<file path="config.mk">
export PLATFORM = sky130hd
export DESIGN_NAME = mclk_ratio_detect
export DESIGN_NICKNAME = d
export VERILOG_FILES = /design/src/rtl/mclkdet_pkg.sv /design/src/rtl/mclkdet_ctrl.sv /design/src/rtl/mclkdet_datapath.sv /design/src/rtl/mclk_ratio_detect.sv
export SDC_FILE = /design/constraint.sdc
export NUM_CORES = 1
export LEC_CHECK = 0
export ABC_AREA = 1
export BUFFER_PORTS_ARGS = -buffer_cell sky130_fd_sc_hd__buf_4
export CAP_MARGIN = 20
export CORE_ASPECT_RATIO = 2
export CORE_MARGIN = 5
export CORE_UTILIZATION = 25
export CTS_CLUSTER_DIAMETER = 150
export DETAILED_ROUTE_END_ITERATION = 8
export HOLD_SLACK_MARGIN = 0.06
export SYNTH_ARGS = -nofsm -noshare
export SYNTH_HDL_FRONTEND = slang
export SYNTH_SLANG_ARGS = --single-unit
</file>
<file path="constraint.sdc">
create_clock -name clk -period 2.5 [get_ports clk]
set_clock_uncertainty 0.05 [all_clocks]
set_input_delay 0.125 -clock clk [delete_from_list [all_inputs] [get_ports clk]]
set_output_delay 0.125 -clock clk [all_outputs]
set_load 0.02 [all_outputs]
</file>
<file path="src/rtl/mclkdet_pkg.sv">
package mclkdet_pkg;

  localparam int unsigned NUM_RATIOS = 5;
  localparam int unsigned EN_PER_FRAME = 256;
  localparam int unsigned MAX_NOMINAL = 1024;

  typedef enum logic [2:0] {
    RATIO_256  = 3'd0,
    RATIO_384  = 3'd1,
    RATIO_512  = 3'd2,
    RATIO_768  = 3'd3,
    RATIO_1024 = 3'd4
  } ratio_e;

  typedef struct packed {
    logic   ok;
    ratio_e code;
  } measure_t;

  // strobes from control to datapath
  typedef struct packed {
    logic   frameRise;
    logic   run;
    ratio_e code;
  } ctrlStrobe_t;

  function automatic int unsigned nominalOf(ratio_e code);
    case (code)
      RATIO_384:  return 384;
      RATIO_512:  return 512;
      RATIO_768:  return 768;
      RATIO_1024: return 1024;
      default:    return 256;
    endcase
  endfunction

  function automatic measure_t classifyPeriod(int unsigned period, int unsigned tol);
    measure_t r;
    int unsigned nom;
    r.ok = 1'b0;
    r.code = RATIO_256;
    for (int k = 0; k < int'(NUM_RATIOS); k++) begin
      nom = nominalOf(ratio_e'(k[2:0]));
      if ((period + tol >= nom) && (period <= nom + tol)) begin
        r.ok = 1'b1;
        r.code = ratio_e'(k[2:0]);
      end
    end
    return r;
  endfunction

endpackage

</file>
<file path="src/rtl/mclkdet_ctrl.sv">
module mclkdet_ctrl
  import mclkdet_pkg::*;
#(
  parameter int unsigned TOL         = 2,
  parameter int unsigned LOCK_FRAMES = 4,
  parameter int unsigned MISS_LIMIT  = 2048,
  parameter int unsigned BCLK_SPLIT  = 48
) (
  input  logic        clk,
  input  logic        rstN,
  input  logic        frameClk,
  input  logic        bitClk,
  output ctrlStrobe_t strobe,
  output ratio_e      ratioCode,
  output logic        ratioValid,
  output logic        locked,
  output logic        frameMissing,
  output logic        bclk64
);

  localparam int unsigned CNT_W    = $clog2(MISS_LIMIT + 1);
  localparam int unsigned STREAK_W = $clog2(LOCK_FRAMES + 1);

  logic                frameQ, bitQ, haveEdge;
  logic [CNT_W-1:0]    periodCnt, bitCnt;
  logic [STREAK_W-1:0] streak, nextStreak;
  logic                frameRise, bitRise, sameRatio, missHit;
  measure_t            meas;

  assign frameRise = frameClk & ~frameQ;
  assign bitRise   = bitClk & ~bitQ;
  assign meas      = classifyPeriod(int'(periodCnt), TOL);
  assign sameRatio = meas.ok && ratioValid && (meas.code == ratioCode);
  assign missHit   = !frameRise && (periodCnt == CNT_W'(MISS_LIMIT));

  always_comb begin
    if (!meas.ok)                                   nextStreak = '0;
    else if (!sameRatio)                            nextStreak = STREAK_W'(1);
    else if (streak < STREAK_W'(LOCK_FRAMES))       nextStreak = streak + 1'b1;
    else                                            nextStreak = streak;
  end

  always_ff @(posedge clk) begin
    if (!rstN) begin
      frameQ       <= 1'b0;
      bitQ         <= 1'b0;
      haveEdge     <= 1'b0;
      periodCnt    <= '0;
      bitCnt       <= '0;
      streak       <= '0;
      ratioCode    <= RATIO_256;
      ratioValid   <= 1'b0;
      locked       <= 1'b0;
      frameMissing <= 1'b0;
      bclk64       <= 1'b0;
    end else begin
      frameQ <= frameClk;
      bitQ   <= bitClk;
      if (frameRise) begin
        periodCnt    <= CNT_W'(1);
        bitCnt       <= bitRise ? CNT_W'(1) : '0;
        haveEdge     <= 1'b1;
        frameMissing <= 1'b0;
        if (haveEdge) begin
          ratioValid <= meas.ok;
          if (meas.ok) ratioCode <= meas.code;
          streak <= nextStreak;
          locked <= (nextStreak >= STREAK_W'(LOCK_FRAMES));
          bclk64 <= (bitCnt >= CNT_W'(BCLK_SPLIT));
        end
      end else begin
        if (periodCnt != CNT_W'(MISS_LIMIT)) periodCnt <= periodCnt + 1'b1;
        if (bitRise && bitCnt != CNT_W'(MISS_LIMIT)) bitCnt <= bitCnt + 1'b1;
        if (missHit) begin
          frameMissing <= 1'b1;
          locked       <= 1'b0;
          ratioValid   <= 1'b0;
          streak       <= '0;
        end
      end
    end
  end

  assign strobe.frameRise = frameRise;
  assign strobe.run       = locked;
  assign strobe.code      = ratioCode;

  p_invalid_unlocks_r2: assert property (@(posedge clk) disable iff (!rstN)
    (frameRise && haveEdge && !meas.ok) |=> (!locked && !ratioValid));

  p_lock_valid_r3: assert property (@(posedge clk) disable iff (!rstN)
    locked |-> ratioValid);

  p_change_unlocks_r4: assert property (@(posedge clk) disable iff (!rstN)
    (frameRise && haveEdge && meas.ok && ratioValid && meas.code != ratioCode) |=> !locked);

  p_missing_unlocks_r7: assert property (@(posedge clk) disable iff (!rstN)
    frameMissing |-> !locked);

  p_count_bound_r7: assert property (@(posedge clk) disable iff (!rstN)
    periodCnt <= CNT_W'(MISS_LIMIT));

endmodule

</file>
<file path="src/rtl/mclkdet_datapath.sv">
module mclkdet_datapath
  import mclkdet_pkg::*;
(
  input  logic        clk,
  input  logic        rstN,
  input  ctrlStrobe_t strobe,
  output logic        en256,
  output logic        osr256Sel
);

  localparam int unsigned ACC_W = $clog2(MAX_NOMINAL + EN_PER_FRAME + 1);

  logic [ACC_W-1:0] acc, accBase, accSum, nominal;

  assign nominal = ACC_W'(nominalOf(strobe.code));
  assign accBase = strobe.frameRise ? '0 : acc;
  assign accSum  = accBase + ACC_W'(EN_PER_FRAME);

  // fractional accumulator: add 256 per master cycle, wrap at the ratio
  always_ff @(posedge clk) begin
    if (!rstN) begin
      acc       <= '0;
      en256     <= 1'b0;
      osr256Sel <= 1'b0;
    end else begin
      osr256Sel <= strobe.run && (strobe.code == RATIO_1024);
      if (!strobe.run) begin
        acc   <= '0;
        en256 <= 1'b0;
      end else if (accSum >= nominal) begin
        acc   <= accSum - nominal;
        en256 <= 1'b1;
      end else begin
        acc   <= accSum;
        en256 <= 1'b0;
      end
    end
  end

  p_acc_bound_r5: assert property (@(posedge clk) disable iff (!rstN)
    strobe.run |-> (acc < nominal));

  p_en_needs_run_r5: assert property (@(posedge clk) disable iff (!rstN)
    en256 |-> $past(strobe.run));

  p_osr_only_1024_r6: assert property (@(posedge clk) disable iff (!rstN)
    osr256Sel |-> ($past(strobe.run) && $past(strobe.code) == RATIO_1024));

endmodule

</file>
<file path="src/rtl/mclk_ratio_detect.sv">
module mclk_ratio_detect
  import mclkdet_pkg::*;
#(
  parameter int unsigned TOL         = 2,
  parameter int unsigned LOCK_FRAMES = 4,
  parameter int unsigned MISS_LIMIT  = 2048,
  parameter int unsigned BCLK_SPLIT  = 48
) (
  input  logic       clk,
  input  logic       rstN,
  input  logic       frameClk,
  input  logic       bitClk,
  output logic [2:0] ratioCode,
  output logic       ratioValid,
  output logic       locked,
  output logic       en256,
  output logic       osr256Sel,
  output logic       frameMissing,
  output logic       bclk64,
  output logic       muteReq
);

  ctrlStrobe_t strobe;
  ratio_e      codeE;

  mclkdet_ctrl #(
    .TOL(TOL), .LOCK_FRAMES(LOCK_FRAMES), .MISS_LIMIT(MISS_LIMIT), .BCLK_SPLIT(BCLK_SPLIT)
  ) u_ctrl (
    .clk(clk), .rstN(rstN), .frameClk(frameClk), .bitClk(bitClk),
    .strobe(strobe), .ratioCode(codeE), .ratioValid(ratioValid),
    .locked(locked), .frameMissing(frameMissing), .bclk64(bclk64)
  );

  mclkdet_datapath u_dp (
    .clk(clk), .rstN(rstN), .strobe(strobe), .en256(en256), .osr256Sel(osr256Sel)
  );

  assign ratioCode = codeE;
  assign muteReq   = !locked;

endmodule

</file>
==> results.ini, run 1 <==
[sta]
maxSlewViolCount=0
fmax_ghz=0.4373
max_slew_margin_pct=70.46
finalSetupViolCount=0
worstMarginPinSlew_ps=442.0
period_share_pct=91.48
timing_hold_violations_final=0
final.setup.worst_slack_ps=213.0
period_needed_ps=2287

[clock_tree]
cts_num_sinks=49
path_clk_slew_ps=70
cts_buffer_depth=2
clock_latency_ps=290
h-tree-depth=2
numCtsBuffers=5
cts_tree=done
cts_root_buf=clkbuf_16

[detailed_routing]
wire_per_inst_um=12.19
wl_um=7073
ant_nets=0
vias=2746
remaining_drc_errors=0
dr.pass1.iters=4
vias_per_cell=4.734
drt_iter0_markers=75

[floorplanning]
coreArea_sq_um=11290
ioPinCount=14
initial_core_util_pct=25.38
fp.dieH_um=161.4
fp.dieW_um=85.69
rows=55
dieArea_sq_um=13830

[yosys]
synthTopCellsByArea=dfxtp_1, nand2_1, inv_1, nor2_1, ha_1
syn_area_per_cell_sq_um=6.935
synth_top_area_share_pct=34.25
async_flop_share_pct=0
synth-seq-cells=49
synth.distinct_cells=34
synth_nets=430
yosysWarnings=0
syn_inst=413
synth_area_sq_um=2864
synth_top_area_cell=dfxtp_1
ys_seq_area_share_pct=34.25
synthFlopType=dfxtp_1
synth_commonest_cells=nand2_1, inv_1, nor2_1, dfxtp_1, a21oi_1
synth-edff-count=0
yosysMostFrequentCell=nand2_1

[run_status]
outcome=completed

[setup_path]
critical_path_class=in -> reg
critPathRequiredTime_ps=2680
worstPathCellList=dlygate4sd3_1, buf_4, inv_1, nor2_2, nor2_2, ha_1, xnor2_2, ha_1, nand2_1, nor2_1, a211oi_2, nand2_2, a21oi_1, a21boi_1
cp.arrival_ps=2470
crit_path_max_fanout=7
cp-end-kind=register
cpMaxStageDelayCell=dlygate4sd3_1
max_stage_delay_ps=530
start_kind=input pin

[layout]
fillCellCount=1245
area.growth.synth_to_final_pct=17.04
drive_gt1_share_pct=15.53
num-nets-final=454
diodes=0

[global_routing]
gr-usage-all-layers_pct=10.80
grt_pass1_vias=2702
overflow=0
grt_max_degree=16
grt_pass1_wl_um=12010
grt_antenna_before_repair=0

[placed_design]
io_buffers=13
hpwl_um=5584
globalplace.congestion=0.8857
pre_cts_ws_ps=233.3

[power_and_ir_drop]
leakage_nw=1.417
powerDensity_nw_per_um2=468.2
peakVddDrop_mv=0.2513
total_power_mw=1.569

[min_path]
hp-class=in -> reg

[flow_run]
maxCapViolCount=0

==> timing repair <==
action	CTS	global route
endpoints found under the hold margin	2	0
resized for setup	0	5
buffers inserted	0	1
hold buffers	3	0
setup endpoints to repair	0	5
==> worst paths after layout <==
kind	startpoint	cells after the start	to	slack, ps
setup / recovery	frameClk	14	u_dp.acc[7]	210
hold / removal	rstN	3	u_ctrl.bitQ	60
setup reg to reg	u_ctrl.ratioCode[1]	10	u_dp.acc[10]	300
hold reg to reg	u_dp.acc[4]	2	u_dp.acc[4]	400
==> stage by stage <==
stage / cells / TNS (ps) / util, % / hold WS (ps) / area [sq um]
finish: 580 / 0 / 29.70 / 63.80 / 3352
detailed placement: 568 / 0 / 27.95 / 268.8 / 3154
CTS: 579 / 0 / 29.48 / 65.11 / 3327
global route: 580 / -22.68 / 29.70 / 71.59 / 3352
global placement: 568 / 0 / 27.95 / 265.2 / 3154
floorplan: 413 / 0 / - / 168.5 / 2864
==> cells by family (layout without fill, tap and decap cells) <==
logic type	after synthesis	in the layout	share of synthesized area (%)
and+or+nand+nor	217	217	36.78
buffers and inverters	64	89	8.824
AOI/OAI and AO/OA	62	62	11.75
DFF	49	49	34.25
adders and majority gates	13	13	5.941
xor gates and xnor gates	8	8	2.447
==> per-layer routing <==
metal | GRT usage (%) | share of wire (%) | vias up
li1 | - | - | 1394
met1 | 10.28 | 36 | 1271
met2 | 20.54 | 56 | 54
met3 | 1.940 | 2.7 | 27
met4 | 6.700 | 5.3 | 0
met5 | 0 | 0 | -
==> final cells by class <==
type	instances	area, sq um	share of cell area (%)
Clock buffer	6	128.9	3.845
Clock inverter	2	13.76	0.4106
Inverter	57	215.2	6.420
Multi-Input combinational cell	300	1648	49.16
Sequential cell	49	980.9	29.26
Tap cell	142	177.7	5.300
Timing Repair Buffer	24	187.7	5.599
==> state kept, by name, indices dropped and copies added, names as in the netlist <==
signal / count
u_ctrl.haveEdge: 1
u_ctrl.frameQ: 1
u_ctrl.ratioCode: 3
u_ctrl.bitCnt: 12
u_dp.acc: 11
u_dp.en256: 1
u_ctrl.periodCnt: 12
u_ctrl.streak: 3
u_dp.osr256Sel: 1
u_ctrl.frameMissing: 1
u_ctrl.bclk64: 1
u_ctrl.bitQ: 1
u_ctrl.ratioValid: 1
==> worst max-delay path, delay by kind of cell <==
kind	cells	cell delay, ps
buffers and inverters	3	680
adders and majority gates	2	560
and+or+nand+nor	5	490
AOI/OAI and AO/OA	3	460
xor gates and xnor gates	1	150
==> cell usage in the layout (no fill, tap or decap) <==
cell type and instances:
nand2_1 80, inv_1 54, nor2_1 49, dfxtp_1 49
a21oi_1 28, nand3_1 21, buf_4 21, o21ai_0 19
nand4_1 15, nand2_2 14, nor3_1 13, ha_1 12
nor2_2 10, xor2_1 7, nand3_2 5, clkbuf_16 5
a211oi_1 4, o21ai_1 4, nor2_4 3, dlygate4sd3_1 3
a31oi_1 2, nand2_4 2, nand3b_1 2, clkinv_2 2
inv_2 1, xnor2_2 1, clkinv_1 1, nor4_2 1
nor4_1 1, nor2_8 1, o21a_1 1, o31ai_1 1
a211oi_2 1, a21boi_1 1, a41oi_1 1, fa_1 1
inv_6 1, clkbuf_1 1
==> power by group <==
group	total, mW	switching (mW)	internal [mW]
Combinational	0.0965	0.0617	0.0348
Clock	0.678	0.304	0.374
Sequential	0.795	0.00523	0.790
(Power assumes the default switching activity.)
==> inputs of run 2 (changes only) <==
--- a/config.mk
+++ b/config.mk
@@ -8,12 +8,16 @@
 export ABC_AREA = 1
 export BUFFER_PORTS_ARGS = -buffer_cell sky130_fd_sc_hd__buf_4
 export CAP_MARGIN = 20
+export CELL_PAD_IN_SITES_DETAIL_PLACEMENT = 1
+export CELL_PAD_IN_SITES_GLOBAL_PLACEMENT = 2
 export CORE_ASPECT_RATIO = 2
 export CORE_MARGIN = 5
 export CORE_UTILIZATION = 25
 export CTS_CLUSTER_DIAMETER = 150
 export DETAILED_ROUTE_END_ITERATION = 8
+export GPL_TIMING_DRIVEN = 0
 export HOLD_SLACK_MARGIN = 0.06
+export PLACE_DENSITY_LB_ADDON = 0.1
 export SYNTH_ARGS = -nofsm -noshare
 export SYNTH_HDL_FRONTEND = slang
 export SYNTH_SLANG_ARGS = --single-unit
==> run 2 against run 1 <==
Register-to-register slack got worse by 40 ps; utilization rose by 0.25 points; critical path depth fell by 3; hold slack improved by 4.7 ps; global-route usage rose by 2.3 points; final area rose by 0.86%; die area did not move; combinational power fell by 7.3%; power rose by 2.4%; highest routed layer unchanged.
==> results.ini, run 2 (synthesized netlist as in run 1, its figures left out) <==
[run_status]
outcome=completed

[setup_path]
cp-end-kind=register
start_kind=register
worstPathCellList=nor2_4, nor2_1, ha_1, xnor2_2, ha_4, nand2_1, nor2_1, a211oi_2, nand2_2, a21oi_1, a21boi_1
critPathLaunch=u_ctrl.frameQ
cp.arrival_ps=2420  ; -50 ps
worst_r2r_path_depth=11  ; +1
crit_top_cell=nor2_1
r2r-end=u_dp.acc[7]
crit_path_max_fanout=7  ; unchanged
cp-endpoint=u_dp.acc[7]
critical_path_class=reg -> reg
max_stage_delay_ps=330  ; -200 ps
critPathRequiredTime_ps=2680  ; about the same
r2r_setup_slack_ps=260  ; -40 ps
r2r-start=u_ctrl.frameQ
cpMaxStageDelayCell=dfxtp_1

[floorplanning]
fp.dieW_um=85.69  ; unchanged
fp.dieH_um=161.4  ; unchanged
initial_core_util_pct=25.38  ; unchanged
rows=55  ; unchanged
coreArea_sq_um=11290  ; unchanged
ioPinCount=14  ; unchanged
dieArea_sq_um=13830  ; unchanged

[detailed_routing]
wl_um=8537  ; +21%
remaining_drc_errors=0  ; unchanged
vias_per_cell=4.667  ; -1.4%
ant_nets=0  ; unchanged
wire_per_inst_um=14.74  ; +21%
drt_iter0_markers=50  ; -33%
dr.pass1.iters=3  ; -1
vias=2702  ; -1.6%

[layout]
final_cell_mix=nand2_1, inv_1, nor2_1, dfxtp_1, a21oi_1
area.growth.synth_to_final_pct=18.04
num-nets-final=453  ; -0.22%
final_common_cell=nand2_1
finalNonFillerCells=579  ; -0.17%
diodes=0  ; unchanged
drive_gt1_share_pct=16.48  ; +0.95 points
reg_top3=u_ctrl.bitCnt (12), u_ctrl.periodCnt (12), u_dp.acc (11)

[power_and_ir_drop]
peakVddDrop_mv=0.2371  ; -5.7%
seqPwrFrac_pct=49.8  ; -0.8 points
power_switching_share_pct=24.22  ; +0.56 points
clockPowerShare_pct=44.6  ; +1.4 points
leakage_nw=1.415  ; -0.16%
p_comb_share_pct=5.6  ; -0.5 points
internal_power_mw=1.218  ; +1.6%
total_power_mw=1.607  ; +2.4%
powerDensity_nw_per_um2=475.3  ; +1.5%
power_switching_mw=0.3892  ; +4.8%

[placed_design]
io_buffers=13  ; unchanged
place_inst=568  ; unchanged
hpwl_um=7092  ; +27%
globalplace.congestion=0.7235  ; -18%

[sta]
maxSlewViolCount=0  ; unchanged
worstMarginPinSlew_ps=519.8  ; +77.75 ps
finalSetupViolCount=0  ; unchanged
period_needed_ps=2243  ; -43.53 ps
whs_ps=68.55  ; +4.749 ps
max_slew_margin_pct=65.09  ; -5.4 points
timing_hold_violations_final=0  ; unchanged
rsz0062_at_grt=no
period_share_pct=89.74  ; -1.7 points
setup_tns_ps=0  ; unchanged
fmax_ghz=0.4457  ; +1.9%

[clock_tree]
path_clk_slew_ps=70  ; about the same
numCtsBuffers=5  ; unchanged
clock_latency_ps=290  ; about the same
cts_buffer_depth=2  ; unchanged
h-tree-depth=2  ; unchanged
cts_root_buf=clkbuf_16
cts_num_sinks=49  ; unchanged
cts_tree=done

[global_routing]
grt_max_degree=16  ; unchanged
grt_antenna_before_repair=0  ; unchanged
gr-usage-all-layers_pct=13.14  ; +2.3 points
grt_pass1_wl_um=14240  ; +19%
overflow=0  ; unchanged
grt_pass1_vias=2925  ; +8.3%

[flow_run]
maxCapViolCount=0  ; unchanged

[min_path]
hp-class=in -> reg

run 2: area by class of cell:
type / count / area, sq um
clock buffer: 6 / 138.9
buffer: 7 / 37.54
tap: 142 / 177.7
inverter: 57 / 215.2
clock inverter: 2 / 13.76
sequential: 49 / 985.9
multi-input combinational: 300 / 1687
fill: 1431 / 7905
timing repair buffer: 16 / 125.1
run 2: per-stage QoR:
step	utilization [%]	worst slack, ps	instance area (sq um)
after global routing	29.96	9.151	3381
after CTS	29.40	1.721	3318
after detailed placement	27.82	-165.7	3139
after floorplan	-	331.9	2864
after global placement	27.82	-102.8	3139
final	29.96	256.6	3381
run 2: power groups by stage:
| stage | combinational [mW] | clock, mW | sequential, mW |
|---|---|---|---|
| floorplan | 0.0532 | 0 | 0.815 |
| global placement | 0.0866 | 0 | 0.819 |
| detailed placement | 0.0885 | 0 | 0.819 |
| CTS | 0.0922 | 0.759 | 0.801 |
| global route | 0.103 | 0.786 | 0.802 |
| finish | 0.0895 | 0.717 | 0.801 |
run 2: metal layers:
layer	wire length, um	share of wire (%)	global-route usage, %	vias up
met3	114	1.3	1.633	7
met2	5313	62	28.29	18
met5	0	0	0	-
met1	2990	35	11.79	1288
met4	118	1.4	4.179	0
li1	-	-	-	1389
run 2: worst min-delay path by stage:
stage	endpoint	from	slack [ps]	cells after the start
floorplan	u_ctrl.bitQ	bitClk	170	2
global placement	u_ctrl.frameQ	frameClk	270	3
detailed placement	u_ctrl.frameQ	frameClk	280	3
CTS	u_ctrl.frameQ	rstN	70	3
global route	u_ctrl.bitQ	rstN	70	3
finish	u_ctrl.frameQ	rstN	70	3
run 2: worst max-delay path, delay by kind of cell (launching register included):
kind / cells / cell delay (ps)
simple gates: 5 / 580
fa+ha+maj: 2 / 490
compound gates: 3 / 470
xor+xnor: 1 / 250
flops: 1 / 330
run 2: what timing repair did:
action                                 in CTS  in global routing
gates resized for setup                     2                 11
pin swaps                                   2                  1
hold buffers                                2                  0
endpoints found under the hold margin       2                  0
setup endpoints to repair                  10                 19
buffers inserted                            0                  1
